==> src/rtl/wmv_pkg.sv <==
package wmv_pkg;
   typedef enum logic [2:0] {
      WMV_IDLE  = 3'd0,
      WMV_ARMED = 3'd1,
      WMV_MOVE  = 3'd2,
      WMV_COVER = 3'd3,
      WMV_WBACK = 3'd4
   } wmv_phase_e;
endpackage

==> src/rtl/wmv_phase_fsm.sv <==
module wmv_phase_fsm
   import wmv_pkg::*;
(
   input  logic       clk,
   input  logic       rst_n,
   input  logic       frame_start,
   input  logic       start_req,
   output wmv_phase_e phase,
   output logic       done
);
   wmv_phase_e nxt;

   always_comb begin
      nxt = phase;
      unique case (phase)
         WMV_IDLE:  if (start_req)   nxt = WMV_ARMED;
         WMV_ARMED: if (frame_start) nxt = WMV_MOVE;
         WMV_MOVE:  if (frame_start) nxt = WMV_COVER;
         WMV_COVER: if (frame_start) nxt = WMV_WBACK;
         WMV_WBACK: if (frame_start) nxt = WMV_IDLE;
         default:                    nxt = WMV_IDLE;
      endcase
   end

   always_ff @(posedge clk or negedge rst_n) begin
      if (!rst_n) begin
         phase <= WMV_IDLE;
         done  <= 1'b0;
      end else begin
         phase <= nxt;
         done  <= (phase == WMV_WBACK) && frame_start;
      end
   end

   p_idle_stay_r2: assert property (@(posedge clk) disable iff (!rst_n)
      (phase == WMV_IDLE && !start_req) |=> phase == WMV_IDLE);
   p_armed_wait_r2: assert property (@(posedge clk) disable iff (!rst_n)
      (phase == WMV_ARMED && !frame_start) |=> phase == WMV_ARMED);
   p_hold_r7: assert property (@(posedge clk) disable iff (!rst_n)
      ((phase == WMV_MOVE || phase == WMV_COVER || phase == WMV_WBACK) && !frame_start)
      |=> phase == $past(phase));
   p_step_r7: assert property (@(posedge clk) disable iff (!rst_n)
      (phase == WMV_MOVE && frame_start) |=> phase == WMV_COVER);
   p_done_r8: assert property (@(posedge clk) disable iff (!rst_n)
      $rose(done) |-> phase == WMV_IDLE);
   p_done_pulse_r8: assert property (@(posedge clk) disable iff (!rst_n)
      done |=> !done);
endmodule

==> src/rtl/wmv_tag_match.sv <==
module wmv_tag_match #(
   parameter int WID_W = 8,
   localparam int NTAG = 1 << WID_W
) (
   input  logic [NTAG-1:0]  mask,
   input  logic [WID_W-1:0] tag,
   output logic             hit
);
   assign hit = mask[tag];
endmodule

==> src/rtl/wmv_shift_addr.sv <==
module wmv_shift_addr #(
   parameter int RES = 1280,
   parameter int W   = 11
) (
   input  logic [W-1:0]      coord,
   input  logic signed [W:0] shift,
   input  logic              apply,
   output logic [W-1:0]      dest,
   output logic              in_range
);
   logic signed [W+1:0] sum;

   always_comb begin
      sum = $signed({2'b00, coord}) + $signed({shift[W], shift});
      if (apply) begin
         dest     = sum[W-1:0];
         in_range = (sum >= 0) && (sum < RES);
      end else begin
         dest     = coord;
         in_range = 1'b1;
      end
   end
endmodule

==> src/rtl/wmv_seq_top.sv <==
module wmv_seq_top
   import wmv_pkg::*;
#(
   parameter int H_RES      = 1280,
   parameter int V_RES      = 1024,
   parameter int WID_W      = 8,
   parameter bit HAS_CURSOR = 1'b1,
   localparam int X_W  = $clog2(H_RES),
   localparam int Y_W  = $clog2(V_RES),
   localparam int NTAG = 1 << WID_W
) (
   input  logic                clk,
   input  logic                rst_n,
   input  logic                frame_start,
   input  logic                pix_strobe,
   input  logic [X_W-1:0]      pix_x,
   input  logic [Y_W-1:0]      pix_y,
   input  logic [WID_W-1:0]    pix_wid,
   input  logic                start_req,
   input  logic signed [X_W:0] shift_x,
   input  logic signed [Y_W:0] shift_y,
   input  logic [NTAG-1:0]     move_mask,
   input  logic [NTAG-1:0]     cover_mask,
   input  logic                cursor_opt,
   output logic                dm_we,
   output logic [X_W-1:0]      dm_x,
   output logic [Y_W-1:0]      dm_y,
   output logic                osm_we,
   output logic                mon_from_dm,
   output logic                copy_cursor,
   output logic                busy,
   output logic                done
);
   initial begin
      assert (H_RES >= 2 && V_RES >= 2) else $fatal(1, "screen too small");
      assert (WID_W >= 1 && WID_W <= 10) else $fatal(1, "tag width out of range");
   end

   wmv_phase_e phase;
   logic [NTAG-1:0]     mv_q, cv_q;
   logic signed [X_W:0] sx_q;
   logic signed [Y_W:0] sy_q;
   logic                cur_q;
   logic                take;

   assign take = (phase == WMV_IDLE) && start_req;

   wmv_phase_fsm u_fsm (
      .clk(clk), .rst_n(rst_n), .frame_start(frame_start),
      .start_req(start_req), .phase(phase), .done(done)
   );

   always_ff @(posedge clk or negedge rst_n) begin
      if (!rst_n) begin
         mv_q  <= '0;
         cv_q  <= '0;
         sx_q  <= '0;
         sy_q  <= '0;
         cur_q <= 1'b0;
      end else if (take) begin
         mv_q  <= move_mask;
         cv_q  <= cover_mask;
         sx_q  <= shift_x;
         sy_q  <= shift_y;
         cur_q <= cursor_opt;
      end
   end

   logic mv_hit, cv_hit;
   wmv_tag_match #(.WID_W(WID_W)) u_mv (.mask(mv_q), .tag(pix_wid), .hit(mv_hit));
   wmv_tag_match #(.WID_W(WID_W)) u_cv (.mask(cv_q), .tag(pix_wid), .hit(cv_hit));

   logic in_move;
   logic x_ok, y_ok;
   assign in_move = (phase == WMV_MOVE);

   wmv_shift_addr #(.RES(H_RES), .W(X_W)) u_sx (
      .coord(pix_x), .shift(sx_q), .apply(in_move), .dest(dm_x), .in_range(x_ok));
   wmv_shift_addr #(.RES(V_RES), .W(Y_W)) u_sy (
      .coord(pix_y), .shift(sy_q), .apply(in_move), .dest(dm_y), .in_range(y_ok));

   always_comb begin
      dm_we       = 1'b0;
      osm_we      = 1'b0;
      mon_from_dm = 1'b0;
      unique case (phase)
         WMV_IDLE, WMV_ARMED: dm_we = pix_strobe;
         WMV_MOVE:  dm_we = pix_strobe && mv_hit && x_ok && y_ok;
         WMV_COVER: dm_we = pix_strobe && cv_hit;
         WMV_WBACK: begin
            mon_from_dm = 1'b1;
            osm_we      = pix_strobe;
         end
         default: dm_we = 1'b0;
      endcase
   end

   assign busy = (phase != WMV_IDLE);

   generate
      if (HAS_CURSOR) begin : g_cursor
         assign copy_cursor = (dm_we || osm_we) && (!busy || phase == WMV_ARMED || cur_q);
      end else begin : g_no_cursor
         assign copy_cursor = 1'b0;
      end
   endgenerate

   p_dest_range_r4: assert property (@(posedge clk) disable iff (!rst_n)
      (dm_we && in_move) |-> (dm_x < H_RES && dm_y < V_RES));
   p_mon_excl_r6: assert property (@(posedge clk) disable iff (!rst_n)
      mon_from_dm |-> !dm_we);
   p_wb_only_r6: assert property (@(posedge clk) disable iff (!rst_n)
      osm_we |-> mon_from_dm);
   p_latch_r10: assert property (@(posedge clk) disable iff (!rst_n)
      (phase != WMV_IDLE) |=> ($stable(sx_q) && $stable(sy_q) && $stable(mv_q) && $stable(cv_q)));
   p_cursor_r9: assert property (@(posedge clk) disable iff (!rst_n)
      copy_cursor |-> (dm_we || osm_we));
endmodule

==> config.mk <==
export PLATFORM = sky130hd
export DESIGN_NAME = wmv_seq_top
export DESIGN_NICKNAME = d
export VERILOG_FILES = /design/src/rtl/wmv_pkg.sv /design/src/rtl/wmv_phase_fsm.sv /design/src/rtl/wmv_tag_match.sv /design/src/rtl/wmv_shift_addr.sv /design/src/rtl/wmv_seq_top.sv
export SDC_FILE = /design/constraint.sdc
export NUM_CORES = 1
export LEC_CHECK = 0
export BUFFER_PORTS_ARGS = -buffer_cell sky130_fd_sc_hd__buf_2
export CORE_MARGIN = 1.5
export CORE_UTILIZATION = 35
export DETAILED_ROUTE_END_ITERATION = 12
export HOLD_SLACK_MARGIN = 0.08
export SYNTH_ARGS = -nofsm -noshare
export SYNTH_HDL_FRONTEND = slang
export SYNTH_SLANG_ARGS = --single-unit
==> constraint.sdc <==
create_clock -name clk -period 4.55 [get_ports clk]
set_input_delay 0.91 -clock clk [delete_from_list [all_inputs] [get_ports clk]]
set_output_delay 0.91 -clock clk [all_outputs]
set_load 0.1 [all_outputs]
==> impl_metrics.csv, run 1 <==
group,metric,value,unit
synth,syn-cell-area,25540,µm²
cts,clock_sinks,540,
cells_and_area,nNetsFinal,2943,
grt,grt_usage,0.2131,
sta,hold_violations,0,
cts,tritoncts,"yes",
critical_path,cp.arrival,3.72,ns
sta,finalCriticalPeriod,4.627,ns
placed_design,numPortBuffers,596,
cells_and_area,syn2layout_area_growth,28.31,%
synth,async_flop_share,1.000,
grt,grt_overflow,0,
detailed_routing,route.detailed.wl_per_inst,23.92,µm
sta,finalClockSkew,0.01904,ns
synth,yosysWarnings,0,
cts,worstSkewPairLatency,0.63,ns
sta,holdWs,0.3078,ns
detailed_routing,postRouteAntennaNets,0,
cts,path_clk_slew,0.06,ns
synth,syn-instance-count,1666,
critical_path,critPathRequiredTime,3.64,ns
grt,grt_antenna_before_repair,39,
cells_and_area,fin_area,32780,µm²
cts,cts_root_buffer,"clkbuf_16",
critical_path,critPathKind,"in -> out",
sta,timing.final.crit_share,1.017,
cts,h-tree-depth,2,
synth,syn_avg_cell_area,15.33,µm²
floorplanning,fp-row-count,98,
sta,worstMarginPinSlew,0.9818,ns
sta,timing.slew.headroom,0.3454,
status,status,"finished with violations",
grt,grt_pass1_wl,119.3,mm
detailed_routing,wirelength,80.57,mm
cts,cts_max_path_buffers,3,
floorplanning,die_h,273.2,µm
synth,ys_seq_area_frac,0.5290,
synth,yosysMostFrequentCell,"mux2_2",
synth,ys_top_cells_by_count,"544 x mux2_2, 540 x dfrtp_1, 94 x mux4_2",
hold_path,worstHoldPathType,"in -> async",
critical_path,end_kind,"output port",
floorplanning,core-area,71850,µm²
sta,finalMaxSlewViolations,0,
floorplanning,start_util,0.3555,
pwr,ir_drop,0.5456,mV
sta,finalSetupViolCount,2,
pwr,power_density,663.3,nW/µm²
cts,numCtsBuffers,61,
pwr,cellLeakagePower,14.51,nW
synth,syn_nets,2259,
synth,synth_edf_count,0,
critical_path,cp-start-kind,"input pin",
cells_and_area,final_layout_size_suffix_gt1_frac,0.6221,
floorplanning,die_x,273.2,µm
detailed_routing,drt_iter0_drc,871,
pwr,total_power,21.74,mW
synth,yosysTopAreaCellShare,0.5290,
cells_and_area,final_util,0.4561,
floorplanning,die_area,74610,µm²
grt,grt_max_degree,119,
sta,rsz0062_at_grt,"true",
placed_design,placed_cell_area,30460,µm²
grt,grt_pass1_vias,19130,
detailed_routing,drt_first_pass_iters,5,
synth,synth.distinct_cells,62,
floorplanning,ios,597,
job,drv_cap,0,
placed_design,dpl.hpwl,61.91,mm
detailed_routing,viasPerCell,5.187,
synth,synth-seq-cells,540,
detailed_routing,vias,17470,
synth,synth_top_cell_by_area,"dfrtp_1",
sta,timing.fmax,216.1,MHz
sta,fin_ws,-0.07745,ns
status,violations,"setup timing",
critical_path,critical_path.max_fanout,14,
detailed_routing,drc_errors,0,
synth,synthFlopType,"dfrtp_1",
synth,synth_area_leaders,"dfrtp_1 53%, mux2_2 24%, mux4_2 8.3%",
placed_design,place.gp.congestion,0.9126,
## routing by layer
layer / share of wire / global-route usage / up-vias
met2: 0.51 / 0.3692 / 538
met5: 0.0026 / 0 / -
met1: 0.40 / 0.2636 / 9031
met3: 0.063 / 0.04947 / 155
met4: 0.025 / 0.06339 / 36
li1: - / - / 7711
## cell usage in the layout, fill, tap and decap left out, types with 10 or more instances in the layout
cell and instances:
a21oi_1 24, o21ai_1 13, mux2_2 544, clkbuf_16 63
inv_1 20, clkbuf_1 24, nand3_1 10, nor2_1 21
a22oi_1 35, mux4_1 32, dfrtp_1 540, o21ai_0 15
buf_4 109, nand2_1 47, mux4_2 95, mux2i_1 14
clkbuf_8 10, buf_2 589, ha_1 20, buf_12 23
diode_2 18
## stage by stage
stage | setup WS, ns | std cells | setup TNS (ns)
2_1_floorplan | -0.5311 | 1666 | -0.6129
3_3_place_gp | -0.4912 | 3231 | -0.7696
3_5_place_dp | -0.4803 | 3231 | -0.7380
4_1_cts | -0.1288 | 3349 | -0.2131
5_1_grt | -0.1993 | 3365 | -0.3659
6_report | -0.07745 | 3368 | -0.1500
## critical path, cell delays in order
cell	delay [ns]
buf_16	0.14
buf_16	0.17
buf_12	0.16
mux4_2	0.33
a22oi_1	0.11
a21oi_2	0.20
nor2_1	0.05
mux4_2	0.51
o32ai_2	0.27
buf_4	0.18
a41oi_4	0.05
a221oi_4	0.36
buf_12	0.21
## sequential cells by signal, indices dropped and copies added (netlist names)
| signal | cells |
|---|---|
| cv_q | 256 |
| mv_q | 256 |
| sx_q | 12 |
| sy_q | 11 |
| u_fsm.phase | 3 |
| cur_q | 1 |
| u_fsm.done | 1 |
## path summary, 6_finish.rpt
path / cells after the start / end / start / slack, ns
hold reg to reg: 1 / mv_q[101] / mv_q[101] / 0.50
setup / recovery: 13 / copy_cursor / pix_wid[0] / -0.08
setup reg to reg: 4 / cv_q[109] / u_fsm.phase[2] / 1.92
hold / removal: 1 / cv_q[150] / rst_n / 0.31
max in group asynchronous: 2 / cv_q[119] / rst_n / 3.04
min in group clk: 1 / mv_q[101] / mv_q[101] / 0.50
## cell families after synthesis
family	share of synthesized area
adders and majority gates	0.01185
and+or+nand+nor	0.02243
muxes	0.3621
DFF	0.5290
buffers and inverters	0.02674
AOI/OAI and AO/OA	0.04271
xor gates and xnor gates	0.005143
## final cells by class
type                    count  area (µm²)
repair buffers            730        4438
flip-flops and latches    540       13510
inverters                  20       75.07
multi-input cells         997       11520
clock buffers              97        1804
clock inverters            16       193.9
fillers                  6522       39080
diodes                     18       45.04
well taps                 950        1189
## report_power, final
| part | total [mW] | internal, mW | switching [mW] |
|---|---|---|---|
| logic | 8.10 | 4.53 | 3.56 |
| registers | 8.71 | 7.30 | 1.41 |
| clock network | 4.93 | 2.93 | 2.00 |
| total | 21.7 | 14.8 | 6.98 |
## what timing repair did
action / 4_1_cts / 5_1_grt
buffers inserted: 2 / 1
pin swaps: 12 / 6
gates cloned: 3 / 0
endpoints found under the setup margin: 2 / 2
resized for setup: 28 / 10
hold buffers: 0 / 0
No activity file was read; power rests on OpenSTA's default activity.
==> run 2: changes to the inputs <==
--- a/config.mk
+++ b/config.mk
@@ -10,6 +10,7 @@
 export CORE_UTILIZATION = 35
 export DETAILED_ROUTE_END_ITERATION = 12
 export HOLD_SLACK_MARGIN = 0.08
+export SETUP_SLACK_MARGIN = 0.5
 export SYNTH_ARGS = -nofsm -noshare
 export SYNTH_HDL_FRONTEND = slang
 export SYNTH_SLANG_ARGS = --single-unit
==> impl_metrics.csv, run 2 (synthesis results as in run 1) <==
group,metric,value,unit
floorplanning,die_h,273.2,µm
grt,grt_pass1_vias,18920,
sta,finalClockSkew,0.01813,ns
sta,hold_violations,0,
placed_design,dpl.hpwl,62.23,mm
critical_path,critPathRequiredTime,3.64,ns
cts,cts_max_path_buffers,3,
placed_design,place.gp.congestion,0.8760,
pwr,clockPowerShare,0.230,
critical_path,slowest_delay,0.66,ns
pwr,combPwrFrac,0.373,
critical_path,cpMaxStageDelayCell,"mux4_1",
grt,grt_usage,0.2115,
pwr,ir_drop,0.4765,mV
floorplanning,core-area,71850,µm²
pwr,power_frac_seq,0.397,
cells_and_area,final_layout_size_suffix_gt1_frac,0.6278,
cts,worstSkewPairLatency,0.62,ns
sta,finalCriticalPeriod,4.730,ns
floorplanning,start_util,0.3555,
status,violations,"setup timing",
detailed_routing,drt_iter0_drc,890,
detailed_routing,postRouteAntennaNets,0,
status,status,"finished with violations",
detailed_routing,drt_first_pass_iters,5,
detailed_routing,drc_errors,0,
grt,grt_antenna_before_repair,59,
pwr,cellLeakagePower,14.58,nW
cts,cts_root_buffer,"clkbuf_16",
critical_path,r2r-start,"u_fsm.phase[2]",
critical_path,critPathKind,"in -> out",
hold_path,worstHoldPathType,"in -> async",
job,drv_cap,0,
cells_and_area,nNetsFinal,2945,
grt,grt_pass1_wl,118.0,mm
cts,h-tree-depth,2,
grt,grt_overflow,0,
pwr,power.switching,7.147,mW
sta,fin_ws,-0.1802,ns
placed_design,numPortBuffers,596,
sta,timing.final.crit_share,1.040,
critical_path,reg2regPathDepth,4,
critical_path,cpMostUsedCell,"buf_12",
cells_and_area,fin_area,32990,µm²
critical_path,cp.arrival,3.82,ns
sta,finalMaxSlewViolations,0,
cells_and_area,layout_commonest_cell,"buf_2",
sta,timing.slew.headroom,0.3600,
critical_path,r2r_setup_slack,1.89,ns
critical_path,end_kind,"output port",
placed_design,placed_cell_area,30620,µm²
critical_path,r2r-end,"mv_q[10]",
critical_path,crit_chain,"buf_8 > buf_12 > buf_12 > buf_12 > mux4_1 > a21oi_1 > a211oi_1 > a31oi_2 > o32ai_2 > buf_4 > a41oi_4 > buf_4 > nor2_2 > buf_12",
floorplanning,ios,597,
floorplanning,die_area,74610,µm²
floorplanning,die_x,273.2,µm
cells_and_area,reg_top3,"cv_q x256, mv_q x256, sx_q x12",
cells_and_area,final_cell_mix,"586 x buf_2, 542 x mux2_2, 540 x dfrtp_1",
critical_path,critical_path.max_fanout,15,
cts,numCtsBuffers,60,
cells_and_area,syn2layout_area_growth,29.16,%
grt,grt_max_degree,109,
pwr,sw_frac_of_total,0.3249,
sta,finalSetupViolCount,2,
pwr,power_density,666.8,nW/µm²
detailed_routing,viasPerCell,5.163,
critical_path,cp-start-kind,"input pin",
sta,worstMarginPinSlew,0.9600,ns
cts,clock_sinks,540,
detailed_routing,vias,17490,
pwr,p_int,14.85,mW
sta,timing.fmax,211.4,MHz
sta,tns,-0.3148,ns
cts,tritoncts,"yes",
detailed_routing,wirelength,80.89,mm
sta,rsz0062_at_grt,"true",
cts,path_clk_slew,0.06,ns
floorplanning,fp-row-count,98,
cells_and_area,final_util,0.4592,
detailed_routing,route.detailed.wl_per_inst,23.88,µm
run 2: cell types whose count changed in the layout (fill, tap and decap cells not counted), moves of 5 or more:
| cell | change |
|---|---|
| buf_12 | +12 |
| clkbuf_1 | -14 |
| o21ai_2 | +5 |
| diode_2 | +17 |
| buf_16 | -5 |
| o21ai_1 | -5 |
run 2: what timing repair did:
item / CTS / global route
resized for setup: 13 / 17
cloned: 0 / 1
hold buffers: 0 / 0
pin swaps: 4 / 8
setup buffers: 2 / 5
endpoints found under the setup margin: 6 / 6
run 2: critical path, delay by kind of cell:
kind	cells	cell delay (ns)
multiplexers	1	0.66
buffers and inverters	7	1.17
AO/OA/AOI/OAI	5	1.02
AND/OR/NAND/NOR	1	0.04
run 2: how the worst max path moves through the flow:
stage	end	slack (ns)	startpoint	cells after the start
after floorplan	copy_cursor	-0.16	pix_x[0]	10
after global routing	copy_cursor	-0.27	sx_q[0]	12
after detailed placement	copy_cursor	-0.49	pix_wid[0]	14
after CTS	copy_cursor	-0.26	pix_wid[0]	14
final	dm_we	-0.18	pix_wid[0]	14
after global placement	copy_cursor	-0.42	pix_wid[0]	14
run 2: per-stage QoR:
stage          setup slack, ns  cells  hold WS [ns]  total power [mW]
3_3_place_gp           -0.4186   3232        0.4828             16.63
6_report               -0.1802   3387        0.3738             22.00
4_1_cts                -0.2612   3346        0.4071             22.13
5_1_grt                -0.2727   3379        0.4353             23.21
3_5_place_dp           -0.4909   3232        0.4865             16.92
2_1_floorplan          -0.1590   1666        0.4720             14.46
run 2: cell type report:
class                           instances  area [µm²]
Clock inverter                         30       339.1
Timing Repair Buffer                  733        4522
Tap cell                              950        1189
Fill cell                            6468       38860
Sequential cell                       540       13510
Multi-Input combinational cell        997       11550
Inverter                               20       75.07
Antenna cell                           35       87.58
Clock buffer                           82        1715
run 2: power groups by stage:
stage               clock, mW  combinational (mW)  sequential (mW)
floorplan                   0                6.34             8.11
global placement            0                7.87             8.76
detailed placement          0                8.11             8.81
CTS                      5.15                8.23             8.75
global route             5.38                8.79             9.04
finish                   5.05                8.21             8.74
run 2: per-layer routing:
metal	share of wire	vias up	track usage
met5	0.0040	-	0
met3	0.065	157	0.05483
met1	0.40	9002	0.2563
met2	0.51	508	0.3585
li1	-	7771	-
met4	0.028	48	0.08476
==> run 3: changes to the inputs <==
--- a/config.mk
+++ b/config.mk
@@ -5,6 +5,7 @@
 export SDC_FILE = /design/constraint.sdc
 export NUM_CORES = 1
 export LEC_CHECK = 0
+export ABC_CLOCK_PERIOD_IN_PS = 4550
 export BUFFER_PORTS_ARGS = -buffer_cell sky130_fd_sc_hd__buf_2
 export CORE_MARGIN = 1.5
 export CORE_UTILIZATION = 35
@@ -13,4 +14,5 @@
 export SETUP_SLACK_MARGIN = 0.5
 export SYNTH_ARGS = -nofsm -noshare
 export SYNTH_HDL_FRONTEND = slang
+export SYNTH_HIERARCHICAL = 1
 export SYNTH_SLANG_ARGS = --single-unit
==> impl_metrics.csv, run 3 <==
group,metric,value,unit
synth,synth_top_cell_by_area,"dfrtp_1",
pwr,ir_drop,0.3482,mV
sta,timing.final.crit_share,0.9964,
sta,hold_violations,0,
cts,numCtsBuffers,61,
synth,syn_avg_cell_area,14.94,µm²
critical_path,critPathKind,"in -> out",
cts,tritoncts,"yes",
pwr,power_density,663.0,nW/µm²
detailed_routing,drt_first_pass_iters,5,
grt,grt_antenna_before_repair,22,
cells_and_area,layout_commonest_cell,"buf_2",
cts,cts_max_path_buffers,3,
detailed_routing,drt_iter0_drc,977,
cts,path_clk_slew,0.06,ns
sta,finalSetupViolCount,0,
detailed_routing,wirelength,82.14,mm
cts,worstSkewPairLatency,0.64,ns
pwr,total_power,22.05,mW
placed_design,place.gp.congestion,0.8668,
placed_design,placed_cell_area,30590,µm²
sta,finalMaxSlewViolations,0,
sta,timing.slew.headroom,0.3602,
grt,grt_pass1_wl,123.4,mm
cts,h-tree-depth,2,
detailed_routing,route.detailed.wl_per_inst,23.70,µm
synth,yosysWarnings,6,
synth,yosysMostFrequentCell,"dfrtp_1",
synth,ys_seq_area_frac,0.5136,
sta,holdWs,0.3331,ns
floorplanning,die_area,76830,µm²
detailed_routing,drt-met1-wl,34.84,mm
job,drv_cap,0,
floorplanning,die_h,277.2,µm
detailed_routing,viasPerCell,5.181,
hold_path,worstHoldPathType,"in -> async",
cts,cts_root_buffer,"clkbuf_16",
critical_path,critical_path.max_fanout,16,
placed_design,placedCellCount,3319,
detailed_routing,met3RoutedLength,4.148,mm
sta,worstMarginPinSlew,0.9597,ns
synth,yosysTopAreaCellShare,0.5136,
synth,syn_nets,2354,
floorplanning,core-area,74450,µm²
grt,grt_max_degree,122,
synth,synth_area_leaders,"dfrtp_1 51%, mux2_2 22%, mux4_2 5.3%",
synth,syn-cell-area,26310,µm²
grt,grt_usage,0.2117,
pwr,sw_frac_of_total,0.3289,
grt,grt_pass1_vias,19850,
status,status,"finished, final reports clean",
floorplanning,start_util,0.3534,
critical_path,cp.arrival,3.62,ns
sta,finalClockSkew,0.03887,ns
synth,syn-instance-count,1761,
synth,synth.distinct_cells,76,
detailed_routing,drc_errors,0,
cells_and_area,reg_top3,"cv_q x256, mv_q x256, sx_q x12",
detailed_routing,vias,17960,
detailed_routing,met2_length,40.79,mm
grt,grt_overflow,0,
placed_design,dpl.hpwl,61.88,mm
cells_and_area,final_util,0.4469,
cells_and_area,fin_cells,3466,
pwr,power.switching,7.253,mW
critical_path,critPathRequiredTime,3.64,ns
sta,timing.fmax,220.6,MHz
cells_and_area,final_layout_size_suffix_gt1_frac,0.6033,
critical_path,worstSetupStartpoint,"pix_wid[1]",
critical_path,r2r_setup_slack,1.89,ns
floorplanning,die_x,277.2,µm
pwr,power_frac_seq,0.397,
synth,ys_top_cells_by_count,"540 x dfrtp_1, 513 x mux2_2, 122 x mux2i_1",
synth,synth_edf_count,0,
pwr,clockPowerShare,0.230,
critical_path,r2r-start,"u_fsm/phase[1]",
floorplanning,ios,597,
cts,clock_sinks,540,
synth,synth-seq-cells,540,
cells_and_area,fin_area,33270,µm²
floorplanning,fp-row-count,100,
pwr,combPwrFrac,0.373,
pwr,cellLeakagePower,14.88,nW
critical_path,cp-start-kind,"input pin",
cells_and_area,nNetsFinal,3027,
cells_and_area,final_cell_mix,"588 x buf_2, 540 x dfrtp_1, 513 x mux2_2",
synth,synthFlopType,"dfrtp_1",
cells_and_area,syn2layout_area_growth,26.43,%
critical_path,end_kind,"output port",
synth,async_flop_share,1.000,
sta,finalCriticalPeriod,4.534,ns
pwr,p_int,14.80,mW
detailed_routing,top_layer_used,"met5",
critical_path,r2r-end,"cv_q[134]",
detailed_routing,postRouteAntennaNets,0,
sta,rsz0062_at_grt,"true",
placed_design,numPortBuffers,596,
critical_path,reg2regPathDepth,4,
==> run 3: power by group through the flow <==
stage                     clock network, mW  registers [mW]  logic (mW)
after floorplan                           0            8.18        6.60
after global placement                    0            8.71        7.83
after detailed placement                  0            8.82        8.04
after CTS                              5.19            8.76        8.23
after global routing                   5.39            9.06        8.78
final                                  5.08            8.75        8.22
==> run 3: metal layers <==
layer,up-vias,track usage
met5,-,0
met4,12,0.07072
met3,140,0.03822
met2,570,0.3599
met1,9266,0.2717
li1,7968,-
==> run 3: stage by stage <==
stage | setup TNS [ns] | worst slack (ns)
after floorplan | -0.08152 | -0.08152
after global placement | -0.6979 | -0.4210
after detailed placement | -0.6694 | -0.4133
after CTS | 0 | 0.02419
after global routing | -0.08031 | -0.06182
final | 0 | 0.01628
==> run 3: repair_timing <==
action | CTS | global route
gates cloned | 3 | 0
gates resized for setup | 58 | 13
setup buffers | 18 | 0
hold buffers | 0 | 0
endpoints found under the setup margin | 2 | 3
pin swaps | 18 | 2
==> run 3: worst max path at each step <==
| stage | endpoint | slack, ns | cells after the start |
|---|---|---|---|
| after floorplan | dm_we | -0.08 | 11 |
| after global placement | copy_cursor | -0.42 | 14 |
| after detailed placement | copy_cursor | -0.41 | 14 |
| after CTS | copy_cursor | 0.02 | 14 |
| after global routing | copy_cursor | -0.06 | 13 |
| final | copy_cursor | 0.02 | 13 |
==> run 3: logic make-up (layout without fill, tap and decap cells) <==
logic type               count (synthesis)  count (layout)  synth area share
multiplexers                           747             747            0.3518
flip-flops                             540             540            0.5136
AO/OA/AOI/OAI                          162             162           0.04570
AND/OR/NAND/NOR                        144             144           0.03105
buffers and inverters                  132             854           0.04204
adder cells (fa/ha/maj)                 23              23           0.01151
XOR/XNOR                                13              13          0.004327
other                                    0              14                 0
==> run 3: final cells by class <==
class / instances / area (µm²)
clock inverter: 24 / 311.5
inverter: 18 / 67.56
multi-input combinational: 1089 / 11950
timing repair buffer: 724 / 4409
clock buffer: 88 / 1769
sequential: 540 / 13510
tap: 969 / 1212
fill: 6700 / 41180
antenna: 14 / 35.03
==> run 3: critical path: stages <==
cell	delay, ns
clkbuf_16	0.18
buf_12	0.20
buf_4	0.17
mux2i_1	0.31
o211ai_1	0.16
o41ai_2	0.36
a31oi_1	0.09
nor4_2	0.36
a31oi_1	0.07
buf_4	0.16
and3_4	0.16
o221a_4	0.27
buf_12	0.16
